**src/rtl/pwrup_seq.sv**
```systemverilog
module pwrup_seq #(
  parameter int FILT_LEN = 8,
  parameter int P1_LEN = 1032,
  parameter int P2_LEN = 1160,
  parameter int P3_LEN = 688,
  parameter int P4_LEN = 617,
  parameter int ADDR_W = 32,
  parameter logic [ADDR_W-1:0] BOOT_ADDR = '0
) (
  input  logic              clk_osc,
  input  logic              por_n_raw,
  input  logic              osc_ok,
  output logic [3:0]        phase_en,
  output logic [2:0]        phase_code,
  output logic              seq_done,
  output logic              cpu_rst_n,
  output logic [ADDR_W-1:0] boot_addr
);
  localparam int M12 = (P1_LEN > P2_LEN) ? P1_LEN : P2_LEN;
  localparam int M34 = (P3_LEN > P4_LEN) ? P3_LEN : P4_LEN;
  localparam int MAXLEN = (M12 > M34) ? M12 : M34;
  localparam int CW = $clog2(MAXLEN + 1);
  localparam int FW = $clog2(FILT_LEN + 1);
  localparam logic [2:0] PH_IDLE = 3'd0;
  localparam logic [2:0] PH_ONE  = 3'd1;
  localparam logic [2:0] PH_LAST = 3'd4;
  localparam logic [2:0] PH_DONE = 3'd5;

  logic [1:0]    sync_q   = 2'b00;
  logic          por_filt = 1'b0;
  logic [FW-1:0] filt_cnt = '0;
  logic [2:0]    phase_q  = 3'd0;
  logic [CW-1:0] cyc_q    = '0;
  logic [CW-1:0] last_cyc;

  always_ff @(posedge clk_osc) sync_q <= {sync_q[0], por_n_raw};

  always_ff @(posedge clk_osc) begin
    if (sync_q[1] == por_filt) begin
      filt_cnt <= '0;
    end else if (filt_cnt == FW'(FILT_LEN - 1)) begin
      por_filt <= sync_q[1];
      filt_cnt <= '0;
    end else begin
      filt_cnt <= filt_cnt + 1'b1;
    end
  end

  always_comb begin
    case (phase_q)
      3'd1:    last_cyc = CW'(P1_LEN - 1);
      3'd2:    last_cyc = CW'(P2_LEN - 1);
      3'd3:    last_cyc = CW'(P3_LEN - 1);
      default: last_cyc = CW'(P4_LEN - 1);
    endcase
  end

  always_ff @(posedge clk_osc) begin
    if (!por_filt) begin
      phase_q <= PH_IDLE;
      cyc_q   <= '0;
    end else if (phase_q == PH_IDLE) begin
      phase_q <= PH_ONE;
      cyc_q   <= '0;
    end else if (phase_q >= PH_ONE && phase_q <= PH_LAST) begin
      if (cyc_q == last_cyc) begin
        cyc_q <= '0;
        if (!(phase_q == PH_ONE && !osc_ok)) phase_q <= phase_q + 3'd1;
      end else begin
        cyc_q <= cyc_q + 1'b1;
      end
    end else if (phase_q != PH_DONE) begin
      phase_q <= PH_IDLE;
    end
  end

  for (genvar g = 0; g < 4; g++) begin : g_en
    assign phase_en[g] = (phase_q == 3'(g + 1));
  end

  assign phase_code = phase_q;
  assign seq_done   = (phase_q == PH_DONE);
  assign cpu_rst_n  = (phase_q == PH_DONE);
  assign boot_addr  = BOOT_ADDR;
endmodule

```
**config.mk**
```make
export PLATFORM = sky130hd
export DESIGN_NAME = pwrup_seq
export DESIGN_NICKNAME = d
export VERILOG_FILES = /design/src/rtl/pwrup_seq.sv
export SDC_FILE = /design/constraint.sdc
export NUM_CORES = 1
export LEC_CHECK = 0
export BUFFER_PORTS_ARGS = -buffer_cell sky130_fd_sc_hd__buf_2
export CAP_MARGIN = 10
export CORE_MARGIN = 5
export CORE_UTILIZATION = 51
export CTS_CLUSTER_DIAMETER = 100
export CTS_CLUSTER_SIZE = 10
export DETAILED_ROUTE_END_ITERATION = 12
export PLACE_DENSITY = 0.83
export SLEW_MARGIN = 25
export SYNTH_ARGS = -nofsm -noshare
export SYNTH_HDL_FRONTEND = slang
export SYNTH_SLANG_ARGS = --single-unit
export TNS_END_PERCENT = 10
```
**constraint.sdc**
```tcl
create_clock -name clk_osc -period 2.3 [get_ports clk_osc]
set_input_delay 0.23 -clock clk_osc [delete_from_list [all_inputs] [get_ports clk_osc]]
set_output_delay 0.23 -clock clk_osc [all_outputs]
set_load 0.05 [all_outputs]
```
Yosys cells after proc, flatten, opt, wreduce, memory -nomap -nowiden
Cells that the tools add are included.
{ "totals": {"reg_bits": 21, "latchBits": 0, "ram_bits": 0, "romBits": 0, "wordCells": 44, "mem_count": 0} }
{ "classes": {"add_sub_neg": 3, "n_mul": 0, "div": 0, "magnitude_cmp": 2, "n_eq_ne": 13, "shifts": 0, "mux": 7, "n_bitwise": 2, "reduce_logical": 11} }
{ "op_table": {"columns": ["op", "count"], "rows": [
  ["11-bit case mux with 3 select lines", 1],
  ["3-bit 2-to-1 mux", 4],
  ["11-bit by 1-bit adder with 11-bit output (second input constant)", 1],
  ["11-bit equality test", 1],
  ["11-bit 2-to-1 mux", 1],
  ["3-bit by 2-bit equality test with 1-bit output (second input constant)", 2],
  ["3-bit equality test (second input constant)", 2],
  ["3-bit inequality test (second input constant)", 2],
  ["3-bit AND reduction", 2],
  ["4-bit by 1-bit adder with 4-bit output (second input constant)", 1],
  ["4-bit by 3-bit equality test with 1-bit output (second input constant)", 1],
  ["2-bit OR reduction", 2],
  ["3-bit by 1-bit adder with 3-bit output (second input constant)", 1],
  ["3-bit by 1-bit equality test with 1-bit output (second input constant)", 1],
  ["3-bit by 1-bit >= comparator with 1-bit output (second input constant)", 1],
  ["3-bit less-or-equal comparator (second input constant)", 1],
  ["3-bit logical NOT", 1],
  ["3-bit by 2-bit inequality test with 1-bit output (second input constant)", 1],
  ["3-bit nonzero test", 1],
  ["1-bit logical AND", 2],
  ["2-bit by 1-bit inequality test with 1-bit output (second input constant)", 1],
  ["2-bit inequality test (second input constant)", 1],
  ["1-bit inverter", 2],
  ["2-bit AND reduction", 1],
  ["4 further kinds", 4]
]} }

Longest topological paths before layout
Gate-level depths: netlist of run 1.
{ "depth": {"depth_word": 6, "ltp_mapped": 7} }

Worst setup path before layout of run 1
OpenSTA, ideal clock, no wires.
{ "synth_timing": {"path_type": "reg2reg", "startpoint": "reg phase_q[1] (netlist: phase_code[1])", "endpoint": "reg phase_q[2] (netlist: phase_code[2])", "setup_ns": 0.092, "t_arrival_ns": 2.678, "t_required_ns": 2.208, "path_slack_ns": -0.470, "path_stages_with_launch": 7, "synth_period_minus_slack_ns": 2.770, "path_cell_list": "dfxtp_1 -> ha_1 -> nor2b_1 -> o21a_1 -> o21ai_2 -> or2_4 -> o32ai_1"} }
{ "synth_via": {"elab_chain_len": 5} }
{ "synth_rtl": {"columns": ["element", "line_no", "text"], "rows": [
  ["start, declared", "32", "logic [2:0] phase_q = 3'd0;"],
  ["start signal, assigned", "68", "if (!(phase_q == PH_ONE && !osc_ok)) phase_q <= phase_q + 3'd1;"],
  ["3-bit by 2-bit equality test with 1-bit output", null, null],
  ["net phase_en[1]", "13", "output logic [3:0] phase_en,"],
  ["11-bit case mux with 3 select lines", "50", "case (phase_q)"],
  ["11-bit equality test", "66", "if (cyc_q == last_cyc) begin"],
  ["2-bit by 1-bit inequality test with 1-bit output (no line)", null, null],
  ["3-bit AND reduction (no line)", null, null]
]} }
The timed path passes the listed nets, and every way through them passes these cells. The select of a mux whose other input is x is not followed.
A chain may end at the register's enable or synchronous reset.

Final worst setup path of run 1
{ "layout_timing": {"startpoint": "reg phase_q[0] (netlist: phase_code[0])", "endpoint": "reg phase_q[0] (netlist: phase_code[0])"} }
{ "layout_via": {"elab_chain_len": 5} }
{ "layout_rtl": {"columns": ["element", "line_no"], "rows": [
  ["3-bit by 2-bit equality test with 1-bit output (tied with other cells)", "50"],
  ["11-bit case mux with 3 select lines / 3-bit 2-to-1 mux (equally long branches)", "50, 68"],
  ["11-bit equality test / 3-bit 2-to-1 mux (equally long branches)", "66"],
  ["3-bit by 2-bit inequality test with 1-bit output (no line) / 3-bit 2-to-1 mux (equally long branches)", null],
  ["3-bit AND reduction (no line) / 1-bit 2-to-1 mux (equally long branches)", null]
]} }
Parallel ways exist; a longest one is shown, timed or not. The select of a mux whose other input is x is not followed.

==> results of run 1 <==
[worst paths after layout]
path	startpoint	to	slack, ns	cells after the start
worst max-delay path	phase_code[0]$_SDFFE_PN0P_	phase_code[0]$_SDFFE_PN0P_	0.17	7
worst max register to register	phase_code[0]$_SDFFE_PN0P_	phase_code[0]$_SDFFE_PN0P_	0.17	7
worst min register to register	sync_q[0]$_DFF_P_	sync_q[1]$_DFF_P_	0.34	0
worst min-delay path	sync_q[0]$_DFF_P_	sync_q[1]$_DFF_P_	0.34	0
[power breakdown]
part	leakage, nW	internal (mW)	switching, mW	total, mW
logic	0.399	0.0155	0.134	0.150
clock network	0.0177	0.0648	0.110	0.175
registers	0.173	0.374	0.00527	0.379
total	0.590	0.454	0.250	0.704
[worst max-delay path: cells and delay by family (launching register included)]
kind / cells / cell delay, ns
AOI/OAI and AO/OA: 3 / 0.84
and+or+nand+nor: 2 / 0.33
DFF: 1 / 0.46
adders and majority gates: 1 / 0.24
buffers and inverters: 1 / 0.13
[cells in the final DEF, fill, tap and decap left out, types with 2 or more instances in the layout]
master | synthesis | final
sky130_fd_sc_hd__a21o_2 | 2 | 2
sky130_fd_sc_hd__a21oi_1 | 5 | 5
sky130_fd_sc_hd__and2_1 | 2 | 2
sky130_fd_sc_hd__buf_2 | 0 | 11
sky130_fd_sc_hd__buf_4 | 35 | 2
sky130_fd_sc_hd__clkbuf_4 | 0 | 3
sky130_fd_sc_hd__conb_1 | 1 | 32
sky130_fd_sc_hd__dfxtp_1 | 20 | 18
sky130_fd_sc_hd__dfxtp_2 | 0 | 2
sky130_fd_sc_hd__ha_1 | 7 | 6
sky130_fd_sc_hd__inv_1 | 6 | 6
sky130_fd_sc_hd__nand2_1 | 13 | 13
sky130_fd_sc_hd__nand2b_1 | 2 | 2
sky130_fd_sc_hd__nand3_1 | 5 | 5
sky130_fd_sc_hd__nor2_1 | 15 | 15
sky130_fd_sc_hd__nor2b_1 | 3 | 2
sky130_fd_sc_hd__nor3_1 | 4 | 4
sky130_fd_sc_hd__nor4_1 | 3 | 3
sky130_fd_sc_hd__o2111ai_1 | 3 | 3
sky130_fd_sc_hd__o211ai_1 | 3 | 3
sky130_fd_sc_hd__o21a_1 | 3 | 3
sky130_fd_sc_hd__o21ai_0 | 2 | 2
sky130_fd_sc_hd__o21ai_1 | 2 | 2
sky130_fd_sc_hd__o22ai_1 | 2 | 2
sky130_fd_sc_hd__or3_1 | 2 | 2
sky130_fd_sc_hd__xnor2_1 | 8 | 8
sky130_fd_sc_hd__xor2_1 | 2 | 2
[Yosys cell counts, types with 2 or more instances]
master,n
sky130_fd_sc_hd__nor2b_1,3
sky130_fd_sc_hd__ha_1,7
sky130_fd_sc_hd__o21ai_1,2
sky130_fd_sc_hd__nand3_1,5
sky130_fd_sc_hd__a21o_2,2
sky130_fd_sc_hd__a21oi_1,5
sky130_fd_sc_hd__xor2_1,2
sky130_fd_sc_hd__nand2_1,13
sky130_fd_sc_hd__dfxtp_1,20
sky130_fd_sc_hd__xnor2_1,8
sky130_fd_sc_hd__nand2b_1,2
sky130_fd_sc_hd__o2111ai_1,3
sky130_fd_sc_hd__o21ai_0,2
sky130_fd_sc_hd__o21a_1,3
sky130_fd_sc_hd__nor4_1,3
sky130_fd_sc_hd__or3_1,2
sky130_fd_sc_hd__and2_1,2
sky130_fd_sc_hd__inv_1,6
sky130_fd_sc_hd__nor2_1,15
sky130_fd_sc_hd__nor3_1,4
sky130_fd_sc_hd__o22ai_1,2
sky130_fd_sc_hd__buf_4,35
sky130_fd_sc_hd__o211ai_1,3
[what timing repair did]
item | CTS | global route
hold endpoints to repair | 1 | 0
resized for setup | 0 | 0
hold buffers | 1 | 0
setup buffers | 0 | 0
[per-stage QoR]
step | setup WS (ns) | hold WS (ns) | cells
after floorplan | 0.00506 | 0.258 | 200
after global placement | 0.229 | 0.311 | 209
after detailed placement | 0.187 | 0.316 | 209
after CTS | 0.174 | 0.346 | 214
after global routing | 0.0181 | 0.365 | 214
final | 0.167 | 0.343 | 214
[state kept, by name, summed over array words and instances, names as in the netlist]
name,flops
filt_cnt,4
por_filt,1
sync_q,2
cyc_q,11
phase_code,3
[kinds of logic (layout without fill, tap and decap cells)]
family / after synthesis / after routing / share of synthesized area, %
xor+xnor: 10 / 10 / 6.01
flops: 21 / 21 / 29.5
compound gates: 31 / 31 / 18.1
fa+ha+maj: 7 / 7 / 6.01
other cells: 1 / 32 / 0.257
buf+inv: 42 / 25 / 19.8
simple gates: 57 / 57 / 20.3
[area by class of cell]
cell class	instances	area, sq um	share of cell area [%]
repair buffers	14	80.1	5.45
clock buffers	3	22.5	1.53
inverters	7	26.3	1.79
multi-input cells	137	865	58.8
clock inverters	1	5.00	0.340
flip-flops and latches	21	433	29.4
well taps	31	38.8	2.64
[routing by layer]
layer	wire, um	part of all wire [%]	global-route usage, %	vias up
met5	0	0	0	-
met4	23	0.95	4.94	0
met3	163	6.8	2.66	4
met2	1130	47	18.4	29
met1	1100	45	15.9	494
li1	-	-	-	551
==> impl_metrics.ini, run 1 <==
[sta]
clock_skew_ns = 0.00665
final.setup.tns_ns = 0
max_freq_mhz = 469
slew-limit-headroom_pct = 63.0
fin_crit_sh_pct = 92.8
final-setup-viol-count = 0
rsz0062_at_grt = false
slew_violations = 0
timing.final.hold_violations = 0
post-route-min-period_ns = 2.13
tightest_slew_ns = 0.554

[placement]
postPlaceCellArea_sq_mm = 0.00143
dp.final_hpwl_mm = 1.91
io_buffers = 11
gp_congestion = 0.854

[power_and_ir_drop]
power_density_mw_per_mm2 = 479
total_power_uw = 704
leakage_nw = 0.590
ir_worst_vdd_mv = 0.387

[routing]
postRouteAntennaNets = 0
routed-via-count = 1078
detail_route.first_pass.iterations = 4
via_per_inst = 5.04
avgRoutedWirePerCell_um = 11.3
remaining_design_rule_violation_count = 0
drt_iter0_drcs = 56
detail_route.wirelength_mm = 2.41

[global_routing]
grt_pass1_wl_mm = 4.07
grt_pass1_vias = 930
maximum_number_of_pins_on_one_net_before_global_route_repair = 16
antenna_found_initial = 0
total_gr_overflow = 0
grt_usage_pct = 11.9

[synth]
synthesis.area_sq_mm = 0.00146
gate_count_post_synth = 169
synthDominantAreaCellType = sky130_fd_sc_hd__dfxtp_1
ys_warn_count = 0
most_instantiated_flip_flop_cell_in_the_synthesis_netlist = sky130_fd_sc_hd__dfxtp_1
proportion_of_synthesized_chip_area_in_sequential_cells_pct = 29.5
syn-mean-instance-area_sq_um = 8.63
ys_async_sr_fraction_pct = 0
synth-seq-cells = 21
synth.top_cell.area_share_pct = 27.5
netlist_top_cells_area = sky130_fd_sc_hd__dfxtp_1 27%, sky130_fd_sc_hd__buf_4 18%, sky130_fd_sc_hd__ha_1 6.0%
synth-edff-count = 1
synth_cell_type_count = 43

[finish]
area_delta_synth_final_pct = 0.858
fin_area_sq_mm = 0.00147
final_util_pct = 53.3
n_antenna_cell = 0
number_of_nets_in_the_finished_design = 194
proportion_of_layout_cells_with_a_drive_suffix_above_1_pct = 17.5
nFillCells = 254

[worst_setup_path]
worstPathCellList = inv_1 > ha_1 > o21bai_2 > nor4_1 > a31oi_2 > or2_4 > o221ai_1
timing.critical_path.fanout_max = 9
critical_path_arrival_ns = 2.32
critical-path-slowest-cell = sky130_fd_sc_hd__a31oi_2
max_stage_delay_ns = 0.47
start_kind = flop
worst_setup_path_end_kind = flop
timing.setup.critical_path_class = flop to flop
timing.critical_path.required_ns = 2.48

[clock_tree]
ctsRootBufferMaster = sky130_fd_sc_hd__clkbuf_4
cts-buffers-inserted = 3
cts_tree = done
ctsLongestPathBuffers = 2
cts.sink_count = 21
cts.htree.levels = 1
clk_pin_slew_worst_paths_ns = 0.12
worstSkewPairLatency_ns = 0.30

[die]
placementRows = 19
io_pins = 44
die_height_um = 63.5
die_footprint_sq_mm = 0.00403
initial_utilization_pct = 52.9
core_area_sq_mm = 0.00276
die_width_um = 63.5

[min_path]
timing.hold.worst.class = flop to flop

[run]
max-cap-violations = 0

[status]
status = complete, no violations
Note: power is estimated with default switching activity, not from simulation.
==> run 2, diff against run 1 <==
- CORE_UTILIZATION: 51 -> 53
- CTS_BUF_LIST: default -> sky130_fd_sc_hd__clkbuf_4 sky130_fd_sc_hd__clkbuf_8
- PLACE_DENSITY: 0.83 -> 0.86
==> run 2 against run 1 <==
Worst hold slack got worse by 0.0010 ns. Power grew 0.78%. Count of clock-buffer cells in the layout stayed put. Global-route usage rose by 0.48 points. Combinational power about the same. Cell count grew 0.47%. Critical path depth is 2 lower. Via count is 1.8% higher. Non-clock buffer count is 1 higher. Maximum frequency is 0.31% lower.
==> impl_metrics.ini, run 2 (synthesis gave the netlist of run 1 again) <==
[status]
status = complete, no violations

[clock_tree]
cts-buffers-inserted = 3
ctsRootBufferMaster = sky130_fd_sc_hd__clkbuf_4
ctsLongestPathBuffers = 2
cts_tree = done
clk_pin_slew_worst_paths_ns = 0.12
worstSkewPairLatency_ns = 0.31
cts.sink_count = 21
cts.htree.levels = 1

[placement]
gp_congestion = 0.887
io_buffers = 11
dp.final_hpwl_mm = 1.94
postPlaceCellArea_sq_mm = 0.00144
post-place-ws_ns = 0.181

[sta]
postLayoutSetupSlackWorst_ns = 0.160
clock_skew_ns = 0.00543
fin_crit_sh_pct = 93.0
slew_violations = 0
post-route-min-period_ns = 2.14
hold_ws_ns = 0.342
rsz0062_at_grt = false
final.setup.tns_ns = 0
tightest_slew_ns = 0.569
max_freq_mhz = 467
final-setup-viol-count = 0
slew-limit-headroom_pct = 62.0
timing.final.hold_violations = 0

[worst_setup_path]
critical_path_arrival_ns = 2.37
timing.critical_path.fanout_max = 9
timing.critical_path.required_ns = 2.53
endpoint_of_the_worst_register_to_register_path = phase_code[2]$_SDFFE_PP0P_
timing.setup.critical_path_class = flop to flop
reg2reg_depth = 5
worstPathCellList = or4b_4 > a2111oi_4 > o21ai_2 > or2_4 > o32ai_1
worst_setup_path_end_kind = flop
rrSetupSlack_ns = 0.16
critical-path-slowest-cell = sky130_fd_sc_hd__or4b_4
start_kind = flop
max_stage_delay_ns = 0.56
timing.rr.start = cyc_q[0]$_SDFFE_PP0N_

[min_path]
hold_path_startpoint = sync_q[0]$_DFF_P_
worstHoldEndpoint = sync_q[1]$_DFF_P_
timing.hold.worst.class = flop to flop
min_delay_path_depth = 0

[die]
placementRows = 19
die_footprint_sq_mm = 0.00390
initial_utilization_pct = 54.3
die_height_um = 62.4
die_width_um = 62.4
io_pins = 44
core_area_sq_mm = 0.00269

[power_and_ir_drop]
leakage_nw = 0.595
power_density_mw_per_mm2 = 480
power_switching_share_pct = 35.9
power.combinational.fraction_pct = 21.1
intPower_uw = 455
clockPowerShare_pct = 25.4
share_seq_of_total_power_pct = 53.4
ir_worst_vdd_mv = 0.345
power_switching_uw = 255

[routing]
postRouteAntennaNets = 0
detail_route.wirelength_mm = 2.52
via_per_inst = 5.10
detail_route.first_pass.iterations = 4
remaining_design_rule_violation_count = 0
drt_iter0_drcs = 56
routed-via-count = 1097
avgRoutedWirePerCell_um = 11.7

[finish]
largest_register = cyc_q
number_of_nets_in_the_finished_design = 195
proportion_of_layout_cells_with_a_drive_suffix_above_1_pct = 17.9
n_antenna_cell = 0
nFillCells = 258
area_delta_synth_final_pct = 1.37
final_util_pct = 55.0
commonest_non_fill_non_tap_cells_in_the_layout = 32 x sky130_fd_sc_hd__conb_1, 18 x sky130_fd_sc_hd__dfxtp_1, 15 x sky130_fd_sc_hd__nor2_1
fin_area_sq_mm = 0.00148
most_common_cell_after_layout_fill_and_taps_aside = sky130_fd_sc_hd__conb_1
largest_register_ff_count = 11

[global_routing]
maximum_number_of_pins_on_one_net_before_global_route_repair = 16
grt_pass1_wl_mm = 4.05
grt_pass1_vias = 937
grt_usage_pct = 12.4
antenna_found_initial = 0
total_gr_overflow = 0

[run]
max-cap-violations = 0
## run 2: layout make-up
cell class	count	area (sq um)	area share, %
multi-input cells	137	865	58.5
repair buffers	15	87.6	5.93
inverters	7	26.3	1.78
clock buffers	3	22.5	1.52
clock inverters	1	5.00	0.339
well taps	31	38.8	2.62
flip-flops and latches	21	433	29.3
## run 2: worst max-delay path: cells and delay by family (launching register included)
family | cells | cell delay (ns)
flip-flops | 1 | 0.37
AO/OA/AOI/OAI | 3 | 0.82
AND/OR/NAND/NOR | 2 | 0.86
## run 2: power groups by stage
stage	Sequential, mW	Clock [mW]	Combinational [mW]
finish	0.379	0.180	0.150
global route	0.381	0.206	0.159
CTS	0.380	0.186	0.149
detailed placement	0.388	0	0.147
global placement	0.387	0	0.146
floorplan	0.388	0	0.181
## run 2: what timing repair did
item,in CTS,in global routing
resized for setup,0,0
hold buffers,1,0
buffers inserted,0,0
hold endpoints to repair,1,0
## run 2: through the flow
step           std cells  total power [mW]
2_1_floorplan        200             0.569
3_3_place_gp         210             0.534
3_5_place_dp         210             0.535
4_1_cts              215             0.715
5_1_grt              215             0.745
6_report             215             0.710
## run 2: worst max-delay path by stage
| stage | start | end | cells after the start |
|---|---|---|---|
| floorplan | phase_code[0]$_SDFFE_PN0P_ | phase_code[2]$_SDFFE_PP0P_ | 6 |
| global placement | cyc_q[0]$_SDFFE_PP0N_ | phase_code[2]$_SDFFE_PP0P_ | 5 |
| detailed placement | cyc_q[0]$_SDFFE_PP0N_ | phase_code[2]$_SDFFE_PP0P_ | 5 |
| CTS | cyc_q[0]$_SDFFE_PP0N_ | phase_code[2]$_SDFFE_PP0P_ | 5 |
| global route | phase_code[0]$_SDFFE_PN0P_ | phase_code[2]$_SDFFE_PP0P_ | 6 |
| finish | cyc_q[0]$_SDFFE_PP0N_ | phase_code[2]$_SDFFE_PP0P_ | 5 |
## run 2: per-layer routing
layer | routed length (um) | track usage [%] | up-vias
li1 | - | - | 548
met1 | 1130 | 15.6 | 501
met2 | 1140 | 19.7 | 43
met3 | 195 | 2.88 | 5
met4 | 55 | 6.37 | 0
met5 | 0 | 0 | -
